`config.mk`:
```
export PLATFORM = sky130hd
export DESIGN_NAME = uart_irq_ctrl
export DESIGN_NICKNAME = d
export VERILOG_FILES = /design/src/rtl/uart_irq_pkg.sv /design/src/rtl/ier_store.sv /design/src/rtl/ier_decode.sv /design/src/rtl/irq_arbiter.sv /design/src/rtl/int_pin_drive.sv /design/src/rtl/uart_irq_ctrl.sv
export SDC_FILE = /design/constraint.sdc
export NUM_CORES = 1
export LEC_CHECK = 0
export ABC_AREA = 1
export BUFFER_PORTS_ARGS = -buffer_cell sky130_fd_sc_hd__buf_2
export CORE_MARGIN = 2
export CORE_UTILIZATION = 43
export CTS_CLUSTER_SIZE = 10
export DETAILED_ROUTE_END_ITERATION = 12
export PLACE_DENSITY = 0.75
export RECOVER_POWER = 100
export SYNTH_ARGS = -nofsm -noshare
export SYNTH_HDL_FRONTEND = slang
export SYNTH_SLANG_ARGS = --single-unit
```
`constraint.sdc`:
```
create_clock -name clk -period 0.8 [get_ports clk]
set_input_delay 0.08 -clock clk [delete_from_list [all_inputs] [get_ports clk]]
set_output_delay 0.08 -clock clk [all_outputs]
set_load 0.005 [all_outputs]
```
`src/rtl/uart_irq_pkg.sv`:
```
package uart_irq_pkg;

  typedef enum logic [1:0] {
    CM_BASIC    = 2'd0,
    CM_ENHANCED = 2'd1,
    CM_ALTERNATE= 2'd2,
    CM_RESERVED = 2'd3
  } cmode_e;

  // Bit positions inside the enable byte
  localparam int unsigned B_RXDATA  = 0;
  localparam int unsigned B_TXEMPTY = 1;
  localparam int unsigned B_RXSTAT  = 2;
  localparam int unsigned B_MODEM   = 3;
  localparam int unsigned B_SLEEP   = 4;
  localparam int unsigned B_SPECIAL = 5;

  localparam int unsigned IER_BITS  = 6;
  localparam int unsigned NUM_LVL   = 5;

  typedef struct packed {
    logic spc;
    logic modem;
    logic tx;
    logic data;
    logic stat;
    logic addr;
  } irq_events_t;

endpackage

```
`src/rtl/ier_store.sv`:
```
module ier_store #(
  parameter int unsigned IER_W = 6
) (
  input  logic             clk,
  input  logic             rst_n,
  input  logic             we,
  input  logic [IER_W-1:0] wdata,
  output logic [IER_W-1:0] ier_q
);

  logic [IER_W-1:0] ier_d;

  always_comb begin
    ier_d = ier_q;
    if (we) ier_d = wdata;
  end

  always_ff @(posedge clk or negedge rst_n) begin
    if (!rst_n) ier_q <= '0;
    else        ier_q <= ier_d;
  end

  assert_write_load_R2: assert property (@(posedge clk) disable iff (!rst_n)
    we |=> (ier_q == $past(wdata)));

  assert_hold_value_R2: assert property (@(posedge clk) disable iff (!rst_n)
    !we |=> $stable(ier_q));

endmodule

```
`src/rtl/ier_decode.sv`:
```
module ier_decode
  import uart_irq_pkg::*;
#(
  parameter int unsigned IER_W   = 6,
  parameter int unsigned NUM_SRC = 5
) (
  input  logic               clk,
  input  logic               rst_n,
  input  logic [IER_W-1:0]   ier_q,
  input  cmode_e             cmode,
  input  logic               nine_bit,
  input  irq_events_t        ev,
  output logic [NUM_SRC-1:0] src_req,
  output logic               sleep_en,
  output logic               spc_det_en
);

  logic stat_lvl_en;
  logic addr_lvl_en;
  logic spc_lvl_en;
  logic alt_sleep;
  logic [NUM_SRC-1:0] raw;
  logic [NUM_SRC-1:0] en;

  always_comb begin
    stat_lvl_en = ier_q[B_RXSTAT];
    addr_lvl_en = ier_q[B_RXSTAT] & nine_bit;
    spc_lvl_en  = 1'b0;
    alt_sleep   = 1'b0;
    spc_det_en  = 1'b0;
    if (nine_bit) begin
      spc_lvl_en = ier_q[B_SPECIAL];
      spc_det_en = ier_q[B_SPECIAL];
    end else begin
      unique case (cmode)
        CM_ENHANCED: begin
          spc_lvl_en = ier_q[B_SPECIAL];
          spc_det_en = ier_q[B_SPECIAL];
        end
        CM_ALTERNATE: alt_sleep = ier_q[B_SPECIAL];
        default: ;
      endcase
    end
    sleep_en = ier_q[B_SLEEP] | alt_sleep;
  end

  // index i corresponds to priority level i+1
  always_comb begin
    raw = '0;
    en  = '0;
    raw[0] = ev.stat | ev.addr;
    raw[1] = ev.data;
    raw[2] = ev.tx;
    raw[3] = ev.modem;
    raw[4] = ev.spc;
    en[1]  = ier_q[B_RXDATA];
    en[2]  = ier_q[B_TXEMPTY];
    en[3]  = ier_q[B_MODEM];
    en[4]  = spc_lvl_en;
    en[0]  = 1'b0;
  end

  genvar g;
  generate
    for (g = 0; g < NUM_SRC; g++) begin : g_mask
      if (g == 0) begin : g_lvl1
        assign src_req[g] = (ev.stat & stat_lvl_en) | (ev.addr & addr_lvl_en);
      end else begin : g_lvln
        assign src_req[g] = raw[g] & en[g];
      end
    end
  endgenerate

  assert_no_spc_det_R7: assert property (@(posedge clk) disable iff (!rst_n)
    (!nine_bit && cmode != CM_ENHANCED) |-> !spc_det_en);

  assert_addr_ignored_R4: assert property (@(posedge clk) disable iff (!rst_n)
    (!nine_bit && !ev.stat) |-> !src_req[0]);

  assert_nine_no_altsleep_R11: assert property (@(posedge clk) disable iff (!rst_n)
    (nine_bit && !ier_q[B_SLEEP]) |-> !sleep_en);

endmodule

```
`src/rtl/irq_arbiter.sv`:
```
module irq_arbiter #(
  parameter int unsigned NUM_SRC = 5,
  parameter int unsigned LVL_W   = 3
) (
  input  logic               clk,
  input  logic               rst_n,
  input  logic [NUM_SRC-1:0] src_req,
  input  logic               sleep_en,
  output logic [LVL_W-1:0]   lvl_q,
  output logic               any_q,
  output logic               sleep_q
);

  logic [LVL_W-1:0] lvl_d;
  logic             any_d;
  logic             sleep_d;

  always_comb begin
    lvl_d = '0;
    for (int i = NUM_SRC - 1; i >= 0; i--) begin
      if (src_req[i]) lvl_d = LVL_W'(i + 1);
    end
    any_d   = |src_req;
    sleep_d = sleep_en & ~any_d;
  end

  always_ff @(posedge clk or negedge rst_n) begin
    if (!rst_n) begin
      lvl_q   <= '0;
      any_q   <= 1'b0;
      sleep_q <= 1'b0;
    end else begin
      lvl_q   <= lvl_d;
      any_q   <= any_d;
      sleep_q <= sleep_d;
    end
  end

  assert_sleep_blocked_R9: assert property (@(posedge clk) disable iff (!rst_n)
    sleep_q |-> !any_q);

  assert_pin_matches_level_R8: assert property (@(posedge clk) disable iff (!rst_n)
    any_q == (lvl_q != '0));

  assert_top_priority_R8: assert property (@(posedge clk) disable iff (!rst_n)
    src_req[0] |=> (lvl_q == LVL_W'(1)));

endmodule

```
`src/rtl/int_pin_drive.sv`:
```
module int_pin_drive (
  input  logic clk,
  input  logic rst_n,
  input  logic any_q,
  input  logic strap,
  input  logic mcr_oe,
  output logic pin,
  output logic oe
);

  always_comb begin
    pin = any_q;
    oe  = strap | mcr_oe;
  end

  assert_strap_forces_R10: assert property (@(posedge clk) disable iff (!rst_n)
    strap |-> oe);

  assert_mcr_controls_R10: assert property (@(posedge clk) disable iff (!rst_n)
    !strap |-> (oe == mcr_oe));

endmodule

```
`src/rtl/uart_irq_ctrl.sv`:
```
module uart_irq_ctrl
  import uart_irq_pkg::*;
#(
  parameter int unsigned IER_W = 6,
  parameter int unsigned LVL_W = 3
) (
  input  logic             clk,
  input  logic             rst_n,
  input  logic             ier_we,
  input  logic [IER_W-1:0] ier_wdata,
  input  logic [1:0]       cmode,
  input  logic             nine_bit,
  input  logic             ev_rx_status,
  input  logic             ev_addr_bit,
  input  logic             ev_rx_data,
  input  logic             ev_tx_empty,
  input  logic             ev_modem,
  input  logic             ev_spc_match,
  input  logic             mcr_int_oe,
  input  logic             int_sel_strap,
  output logic             int_pin,
  output logic             int_oe,
  output logic [LVL_W-1:0] irq_level,
  output logic             sleep_req,
  output logic             spc_det_en
);

  localparam int unsigned NUM_SRC = NUM_LVL;

  logic               rst_meta;
  logic               rst_sync_n;
  logic [IER_W-1:0]   ier_q;
  logic [NUM_SRC-1:0] src_req;
  logic               sleep_en;
  logic               any_q;
  irq_events_t        ev;
  cmode_e             cmode_t;

  // asynchronous assertion, synchronous release
  always_ff @(posedge clk or negedge rst_n) begin
    if (!rst_n) begin
      rst_meta   <= 1'b0;
      rst_sync_n <= 1'b0;
    end else begin
      rst_meta   <= 1'b1;
      rst_sync_n <= rst_meta;
    end
  end

  always_comb begin
    cmode_t  = cmode_e'(cmode);
    ev.spc   = ev_spc_match;
    ev.modem = ev_modem;
    ev.tx    = ev_tx_empty;
    ev.data  = ev_rx_data;
    ev.stat  = ev_rx_status;
    ev.addr  = ev_addr_bit;
  end

  ier_store #(.IER_W(IER_W)) u_store (
    .clk   (clk),
    .rst_n (rst_n & rst_sync_n),
    .we    (ier_we),
    .wdata (ier_wdata),
    .ier_q (ier_q)
  );

  ier_decode #(.IER_W(IER_W), .NUM_SRC(NUM_SRC)) u_decode (
    .clk        (clk),
    .rst_n      (rst_n & rst_sync_n),
    .ier_q      (ier_q),
    .cmode      (cmode_t),
    .nine_bit   (nine_bit),
    .ev         (ev),
    .src_req    (src_req),
    .sleep_en   (sleep_en),
    .spc_det_en (spc_det_en)
  );

  irq_arbiter #(.NUM_SRC(NUM_SRC), .LVL_W(LVL_W)) u_arb (
    .clk      (clk),
    .rst_n    (rst_n & rst_sync_n),
    .src_req  (src_req),
    .sleep_en (sleep_en),
    .lvl_q    (irq_level),
    .any_q    (any_q),
    .sleep_q  (sleep_req)
  );

  int_pin_drive u_pin (
    .clk    (clk),
    .rst_n  (rst_n & rst_sync_n),
    .any_q  (any_q),
    .strap  (int_sel_strap),
    .mcr_oe (mcr_int_oe),
    .pin    (int_pin),
    .oe     (int_oe)
  );

  assert_reset_clear_R1: assert property (@(posedge clk)
    !rst_n |-> (!int_pin && irq_level == '0 && !sleep_req));

endmodule

```
==> impl_metrics.env, run 1 <==
export IMPL_yosysTopAreaCell="dfrtp_1"
export IMPL_whs_ns=0.00678
export IMPL_synth_main_ff_cell="dfrtp_1"
export IMPL_num_nets_final=112
export IMPL_path_cells="nand2_2 -> nor2_4 -> buf_2"
export IMPL_root_buffer="clkbuf_4"
export IMPL_cellPowerDensity_nw_per_um2=1770
export IMPL_clock_skew_final_ns=0.000746
export IMPL_layout_drive_gt1_share=0.670
export IMPL_worstPathArrival_ns=0.92
export IMPL_seq_area_frac_synth=0.574
export IMPL_rsz0062_at_grt="yes"
export IMPL_fin_ws_ns=-0.196
export IMPL_crit_fanout=2
export IMPL_hold_path_class="primary input to register"
export IMPL_synthTopCellsByCount="dfrtp_1 (13), nand2_1 (13), mux2_2 (5)"
export IMPL_cts_tree="yes"
export IMPL_critPathLaunchType="register"
export IMPL_fp_dieW_um=40.3
export IMPL_dp_cells=95
export IMPL_core_area_um2=1270
export IMPL_mappedNetlistArea_um2=567
export IMPL_seq_area_um2=325
export IMPL_grt_pass1_wl_um=1870
export IMPL_die_h_um=40.3
export IMPL_clkTransAtPathRegs_ns=0.08
export IMPL_dr_total_vias=489
export IMPL_maxSlewViolCount=0
export IMPL_synth_edf_count=0
export IMPL_final_util=0.662
export IMPL_p_leak_nw=0.452
export IMPL_dr_pass1_iters=4
export IMPL_ios=27
export IMPL_max_stage_delay_ns=0.39
export IMPL_htree_levels=1
export IMPL_power_mw=1.49
export IMPL_fin_crit_ns=0.996
export IMPL_syn_inst=52
export IMPL_crit_buf_inv=1
export IMPL_grt_ovfl_total=0
export IMPL_wl_um=1170
export IMPL_synthesis_nets=72
export IMPL_grt_pass1_vias=452
export IMPL_fp_row_count=13
export IMPL_dpl_instance_area_um2=733
export IMPL_grt_max_degree=12
export IMPL_fmax_ghz=1.00
export IMPL_worstSetupEndpointType="output port"
export IMPL_route_antenna_remaining_nets=0
export IMPL_synth_top_area_share=0.574
export IMPL_clk_path_buf_depth=2
export IMPL_status="finished with violations"
export IMPL_crit_family="flip-flops"
export IMPL_vdd_ir_drop_max_mv=1.11
export IMPL_viasPerCell=4.61
export IMPL_ys_top_cells_by_area="dfrtp_1 (57%), mux2_2 (9.9%), nand2_1 (8.6%)"
export IMPL_syn_avg_cell_area_um2=10.9
export IMPL_post_route_period_util=1.25
export IMPL_required_ns=0.72
export IMPL_diodes=0
export IMPL_multi_input_area_um2=231
export IMPL_final_cell_count_no_fill=106
export IMPL_yosysUniqueCellTypes=19
export IMPL_dieArea_um2=1620
export IMPL_fill_cells=113
export IMPL_path_class="register to output port"
export IMPL_syn2layout_area_growth_pct=48.1
export IMPL_cts_buffers=3
export IMPL_antenna_found_initial=0
export IMPL_slowest_stage="dfrtp_1"
export IMPL_gp_congestion=0.734
export IMPL_final_hold_viol_count=0
export IMPL_finalInstanceArea_um2=840
export IMPL_clock_latency_ns=0.28
export IMPL_async_flop_share=1.00
export IMPL_track_usage=0.180
export IMPL_dp_hpwl_um=827
export IMPL_port_buffers=26
export IMPL_synth_seq_cells=13
export IMPL_setup_viol=12
export IMPL_drtIter0Drc=11
export IMPL_cts_sinks=13
export IMPL_wl_per_cell_um=11.1
export IMPL_start_util=0.447
export IMPL_violations="negative setup slack"
export IMPL_cap_violations=0
export IMPL_synth_warnings=0
export IMPL_drt_drc_violations_left=0
-- cell usage in the layout (no fill, tap or decap), drive strengths merged --
cell type / instances
buf: 34
nand2: 16
dfrtp: 13
mux2: 5
inv: 4
clkbuf: 4
nor2: 4
a21oi: 2
nand4: 1
nand3b: 1
a31oi: 1
clkinvlp: 1
or2: 1
o21ai: 1
clkinv: 1
dlygate4sd3: 1
conb: 1
-- repair_timing --
item                       CTS  global route
setup buffers                6             1
hold buffers                 1             0
hold endpoints to repair    13             0
pin swaps                    6             6
gates resized for setup      5             6
setup endpoints to repair   11            24
-- report_power, final --
part | switching (mW) | leakage (nW) | total [mW] | internal [mW]
combinational | 0.148 | 0.273 | 0.333 | 0.185
clock | 0.222 | 0.0177 | 0.408 | 0.186
sequential | 0.0280 | 0.161 | 0.748 | 0.720
-- metal layers --
layer	vias up	wire length, um	track usage
li1	240	-	-
met1	225	460	0.205
met2	21	614	0.327
met3	3	74	0.0333
met4	0	24	0.0750
met5	-	0	0
-- per-stage QoR --
step                      setup TNS, ns  setup WS (ns)
after CTS                        -0.965         -0.196
after floorplan                  -0.141        -0.0739
after global routing              -1.49         -0.240
after global placement           -0.234         -0.104
final                             -1.04         -0.196
after detailed placement         -0.369         -0.146
-- state kept, by name (all words and copies together) (netlist names) --
| signal | count |
|---|---|
| rst_meta | 1 |
| rst_sync_n | 1 |
| u_arb.any_q | 1 |
| u_arb.lvl_q | 3 |
| u_arb.sleep_q | 1 |
| u_store.ier_q | 6 |
-- final cells by class --
cell class / instances / share of cell area
sequential: 13 / 0.387
timing repair buffer: 36 / 0.255
tap: 15 / 0.0224
clock inverter: 1 / 0.00596
inverter: 5 / 0.0268
multi-input combinational: 33 / 0.276
clock buffer: 3 / 0.0268
-- worst paths after layout --
| check | slack, ns | cells after the start | start | to |
|---|---|---|---|---|
| setup / recovery | -0.20 | 3 | u_store.ier_q[5] | spc_det_en |
| hold / removal | 0.007 | 3 | ier_wdata[5] | u_store.ier_q[5] |
| setup reg to reg | -0.17 | 7 | u_store.ier_q[5] | u_arb.lvl_q[0] |
| hold reg to reg | 0.23 | 2 | rst_sync_n | u_arb.lvl_q[1] |
| max in group asynchronous | 0.19 | 4 | rst_n | u_arb.any_q |
| min in group asynchronous | 0.13 | 2 | rst_n | rst_sync_n |
-- worst register-to-register path: stages (launching register included) --
cell     delay (ns)
dfrtp_1        0.39
buf_4          0.14
inv_2          0.04
nor2_1         0.04
nand4_1        0.07
nand2_1        0.06
nand2_1        0.07
nand2_1        0.05
-- cell families (layout without fill, tap and decap cells) --
family / after synthesis / after routing / share of synthesized area
AO/OA/AOI/OAI: 4 / 4 / 0.0441
buffers and inverters: 6 / 45 / 0.0419
flip-flops: 13 / 13 / 0.574
multiplexers: 5 / 5 / 0.0993
other: 1 / 1 / 0.00662
AND/OR/NAND/NOR: 23 / 23 / 0.234
Power figures use the tool's default switching activity.
==> run 2: changes to the inputs <==
- ABC_AREA: 1 -> default
- CORE_AREA: default -> 2 2 39 41
- CORE_MARGIN: 2 -> default
- CORE_UTILIZATION: 43 -> default
- DIE_AREA: default -> 0 0 41 43
- PLACE_DENSITY: 0.75 -> 0.72
==> impl_metrics.env, run 2 <==
export IMPL_syn2layout_area_growth_pct=46.7
export IMPL_cap_violations=0
export IMPL_setup_viol=13
export IMPL_most_common_layout_cells="buf_2 (26), dfrtp_1 (13), mux2_2 (4), clkbuf_4 (4), buf_4 (4)"
export IMPL_synthMostInstantiatedCell="dfrtp_1"
export IMPL_cts_sinks=13
export IMPL_status="finished with violations"
export IMPL_maxSlewViolCount=0
export IMPL_viasPerCell=4.70
export IMPL_power_mw=1.44
export IMPL_path_class="register to register"
export IMPL_clkTransAtPathRegs_ns=0.08
export IMPL_critPathLaunchType="register"
export IMPL_synthTopCellsByCount="dfrtp_1 (13), mux2_2 (5), nand2_1 (4)"
export IMPL_fp_dieW_um=41
export IMPL_cellPowerDensity_nw_per_um2=1820
export IMPL_yosysUniqueCellTypes=22
export IMPL_mappedNetlistArea_um2=538
export IMPL_vdd_ir_drop_max_mv=0.913
export IMPL_async_flop_share=1.00
export IMPL_largest_reg_flops=6
export IMPL_gp_congestion=0.744
export IMPL_fmax_ghz=0.959
export IMPL_cts_buffers=3
export IMPL_worstSetupEndpointType="register"
export IMPL_clk_path_buf_depth=2
export IMPL_dp_hpwl_um=854
export IMPL_drt_drc_violations_left=0
export IMPL_p_int_mw=1.08
export IMPL_synth_warnings=0
export IMPL_diodes=0
export IMPL_grt_pass1_wl_um=1880
export IMPL_p_clk_frac=0.273
export IMPL_crit_fanout=3
export IMPL_core_area_um2=1380
export IMPL_yosysTopAreaCell="dfrtp_1"
export IMPL_wl_um=1130
export IMPL_num_nets_final=101
export IMPL_syn_inst=43
export IMPL_synth_seq_cells=13
export IMPL_die_h_um=43
export IMPL_final_hold_viol_count=0
export IMPL_worstPathArrival_ns=1.22
export IMPL_dr_pass1_iters=4
export IMPL_fill_cells=129
export IMPL_wl_per_cell_um=11.8
export IMPL_cts_tree="yes"
export IMPL_dr_total_vias=451
export IMPL_fin_ws_ns=-0.243
export IMPL_grt_ovfl_total=0
export IMPL_dpl_instance_area_um2=736
export IMPL_largest_register="u_store.ier_q"
export IMPL_dieArea_um2=1760
export IMPL_hold_path_class="primary input to register"
export IMPL_synthesis_nets=63
export IMPL_violations="negative setup slack"
export IMPL_track_usage=0.168
export IMPL_ios=27
export IMPL_antenna_found_initial=0
export IMPL_switching_share=0.246
export IMPL_seq_area_frac_synth=0.605
export IMPL_layout_drive_gt1_share=0.575
export IMPL_synth_edf_count=0
export IMPL_root_buffer="clkbuf_4"
export IMPL_synth_top_area_share=0.605
export IMPL_route_antenna_remaining_nets=0
export IMPL_final_common_cell="buf_2"
export IMPL_finalInstanceArea_um2=790
export IMPL_start_util=0.389
export IMPL_clock_latency_ns=0.27
export IMPL_required_ns=0.98
export IMPL_p_sw_mw=0.353
export IMPL_htree_levels=1
export IMPL_ys_top_cells_by_area="dfrtp_1 (60%), mux2_2 (10%), a21oi_1 (2.8%)"
export IMPL_drtIter0Drc=3
export IMPL_port_buffers=26
export IMPL_synth_main_ff_cell="dfrtp_1"
export IMPL_combPwrFrac=0.205
export IMPL_fp_row_count=14
export IMPL_post_place_ws_ns=-0.258
export IMPL_rsz0062_at_grt="yes"
export IMPL_fin_crit_ns=1.04
export IMPL_largestRegisters="u_store.ier_q x6, u_arb.lvl_q x3"
export IMPL_seqPwrFrac=0.522
export IMPL_post_route_period_util=1.30
export IMPL_grt_max_degree=12
export IMPL_grt_pass1_vias=475
export IMPL_p_leak_nw=0.406
export IMPL_syn_avg_cell_area_um2=12.5
export IMPL_clock_skew_final_ns=0.00543
[run 2: critical path, stage by stage (launching register included)]
cell	delay, ns
dfrtp_1	0.40
a22oi_2	0.19
o21ai_2	0.10
nor4bb_2	0.26
[run 2: area by class of cell]
type	count	area, um2	area share
Timing Repair Buffer	34	193	0.244
Inverter	1	3.75	0.00475
Clock buffer	4	26.3	0.0333
Tap cell	16	20.0	0.0254
Sequential cell	13	325	0.412
Multi-Input combinational cell	28	221	0.281
[run 2: worst paths after layout]
kind	start	to	slack (ns)	depth (start not counted)
setup reg to reg	u_store.ier_q[0]	u_arb.sleep_q	-0.24	3
max in group asynchronous	rst_n	u_store.ier_q[5]	0.09	4
min in group asynchronous	rst_n	rst_sync_n	0.14	2
hold reg to reg	rst_sync_n	u_arb.lvl_q[1]	0.30	2
hold / removal	ier_wdata[0]	u_store.ier_q[0]	0.04	2
setup / recovery	u_store.ier_q[0]	u_arb.sleep_q	-0.24	3
[run 2: stage by stage]
| step | hold slack (ns) | instances | setup TNS [ns] | util |
|---|---|---|---|---|
| after floorplan | -0.216 | 43 | -0.296 | - |
| after global placement | -0.132 | 91 | -0.617 | 0.532 |
| after detailed placement | -0.128 | 91 | -0.798 | 0.532 |
| after CTS | 0.0303 | 96 | -1.26 | 0.560 |
| after global routing | 0.0249 | 96 | -1.83 | 0.571 |
| final | 0.0353 | 96 | -1.19 | 0.571 |
[run 2: timing repair]
action                                  in CTS  in global routing
endpoints found under the setup margin      12                 15
pin swaps                                    3                  2
hold endpoints to repair                    13                  0
gates resized for setup                      1                  5
hold buffers                                 1                  0
buffers inserted                             0                  1
[run 2: cells by family (layout without fill, tap and decap cells)]
| group | count (synthesis) | in the layout | synth area share |
|---|---|---|---|
| other cells | 1 | 1 | 0.00697 |
| flops | 13 | 13 | 0.605 |
| simple gates | 10 | 10 | 0.102 |
| buf+inv | 2 | 39 | 0.0163 |
| mux | 5 | 5 | 0.105 |
| compound gates | 12 | 12 | 0.165 |
[run 2: power by group through the flow]
| stage | Combinational [mW] | Sequential (mW) | Clock (mW) |
|---|---|---|---|
| CTS | 0.281 | 0.750 | 0.406 |
| floorplan | 0.116 | 0.765 | 0 |
| detailed placement | 0.273 | 0.763 | 0 |
| global route | 0.327 | 0.757 | 0.451 |
| global placement | 0.264 | 0.759 | 0 |
| finish | 0.294 | 0.750 | 0.392 |
[run 2: metal layers]
metal,up-vias,share of wire,track usage
met5,-,0,0
met4,0,0.021,0.100
met3,2,0.047,0.0471
met2,16,0.55,0.291
met1,209,0.38,0.160
li1,224,-,-
==> run 3: changes to the inputs <==
- PLACE_DENSITY: 0.72 -> 0.77
==> impl_metrics.env, run 3 (same netlist as run 2, synthesis figures left out) <==
export IMPL_die_h_um=43
export IMPL_root_buffer="clkbuf_4"
export IMPL_cts_tree="yes"
export IMPL_clock_latency_ns=0.27
export IMPL_clock_skew_final_ns=0.00634
export IMPL_grt_max_degree=12
export IMPL_route_antenna_remaining_nets=0
export IMPL_htree_levels=1
export IMPL_fmax_ghz=0.921
export IMPL_clk_path_buf_depth=2
export IMPL_most_common_layout_cells="buf_2 (25), dfrtp_1 (13), buf_4 (6)"
export IMPL_p_sw_mw=0.367
export IMPL_viasPerCell=5.04
export IMPL_clkTransAtPathRegs_ns=0.08
export IMPL_p_leak_nw=0.409
export IMPL_cts_sinks=13
export IMPL_p_int_mw=1.10
export IMPL_cts_buffers=3
export IMPL_post_route_period_util=1.36
export IMPL_track_usage=0.181
export IMPL_required_ns=0.96
export IMPL_fin_ws_ns=-0.286
export IMPL_dieArea_um2=1760
export IMPL_largest_reg_flops=6
export IMPL_crit_fanout=3
export IMPL_largest_register="u_store.ier_q"
export IMPL_dr_pass1_iters=4
export IMPL_maxSlewViolCount=0
export IMPL_vdd_ir_drop_max_mv=0.705
export IMPL_hold_path_class="primary input to register"
export IMPL_drt_drc_violations_left=0
export IMPL_seq_area_um2=325
export IMPL_final_util=0.576
export IMPL_dr_total_vias=494
export IMPL_violations="negative setup slack"
export IMPL_num_nets_final=103
export IMPL_fill_cells=126
export IMPL_rsz0062_at_grt="yes"
export IMPL_grt_pass1_wl_um=2060
export IMPL_post_place_ws_ns=-0.272
export IMPL_drtIter0Drc=6
export IMPL_reg2reg_depth=3
export IMPL_fp_row_count=14
export IMPL_switching_share=0.251
export IMPL_port_buffers=26
export IMPL_holdPathStages=3
export IMPL_fin_crit_ns=1.09
export IMPL_path_class="register to register"
export IMPL_final_hold_viol_count=0
export IMPL_worstPathArrival_ns=1.25
export IMPL_whs_ns=0.0285
export IMPL_setup_viol=14
export IMPL_final_cell_count_no_fill=98
export IMPL_antenna_found_initial=0
export IMPL_wl_um=1270
export IMPL_dp_hpwl_um=948
export IMPL_ios=27
export IMPL_wl_per_cell_um=12.9
export IMPL_diodes=0
export IMPL_seqPwrFrac=0.513
export IMPL_final_common_cell="buf_2"
export IMPL_worstSetupEndpointType="register"
export IMPL_start_util=0.389
export IMPL_status="finished with violations"
export IMPL_cap_violations=0
export IMPL_largestRegisters="u_store.ier_q x6, u_arb.lvl_q x3"
export IMPL_layout_drive_gt1_share=0.573
export IMPL_gp_congestion=0.715
export IMPL_critPathLaunchType="register"
export IMPL_core_area_um2=1380
export IMPL_syn2layout_area_growth_pct=48.1
export IMPL_p_clk_frac=0.272
export IMPL_multi_input_area_um2=215
export IMPL_grt_pass1_vias=505
export IMPL_grt_ovfl_total=0
export IMPL_cellPowerDensity_nw_per_um2=1840
export IMPL_combPwrFrac=0.215
export IMPL_dp_cells=90
export IMPL_fp_dieW_um=41
[run 3: power groups by stage]
stage	registers [mW]	clock network, mW	logic, mW
after CTS	0.752	0.419	0.321
after global routing	0.760	0.446	0.348
after global placement	0.758	0	0.259
after detailed placement	0.765	0	0.269
final	0.750	0.398	0.314
after floorplan	0.765	0	0.116
[run 3: routing by layer]
metal	vias up	global-route usage	wire length (um)
li1	230	-	-
met1	241	0.161	410
met2	23	0.334	782
met3	0	0.0419	73
met4	0	0.100	0
met5	-	0	0
[run 3: what timing repair did]
| action | CTS | global route |
|---|---|---|
| pin swaps | 2 | 0 |
| hold buffers | 1 | 0 |
| endpoints found under the hold margin | 13 | 0 |
| buffers inserted | 4 | 0 |
| endpoints found under the setup margin | 12 | 15 |
| gates resized for setup | 4 | 2 |
[run 3: final timing paths]
kind / start / to / slack [ns]
max: u_store.ier_q[1] / u_arb.sleep_q / -0.29
min: ier_wdata[2] / u_store.ier_q[2] / 0.03
max reg2reg: u_store.ier_q[1] / u_arb.sleep_q / -0.29
min reg2reg: rst_sync_n / u_arb.lvl_q[0] / 0.32
max in group asynchronous: rst_n / u_store.ier_q[0] / 0.08
min in group asynchronous: rst_n / rst_meta / 0.14
[run 3: stage by stage]
stage	cell area (um2)	TNS, ns	power [mW]
after global routing	797	-2.33	1.55
after CTS	810	-1.73	1.49
after global placement	728	-0.612	1.02
after floorplan	538	-0.296	0.881
after detailed placement	728	-0.833	1.03
final	797	-1.60	1.46
[run 3: area by class of cell]
class                   instances  area share
clock buffers                   4      0.0330
inverters                       1     0.00471
multi-input cells              28       0.270
flip-flops and latches         13       0.408
well taps                      16      0.0251
repair buffers                 36       0.259
[run 3: critical path, cell delays in order (launching register included)]
cell and delay, ns:
dfrtp_1 0.39, a22oi_2 0.20, o21ai_2 0.10, nor4bb_1 0.28
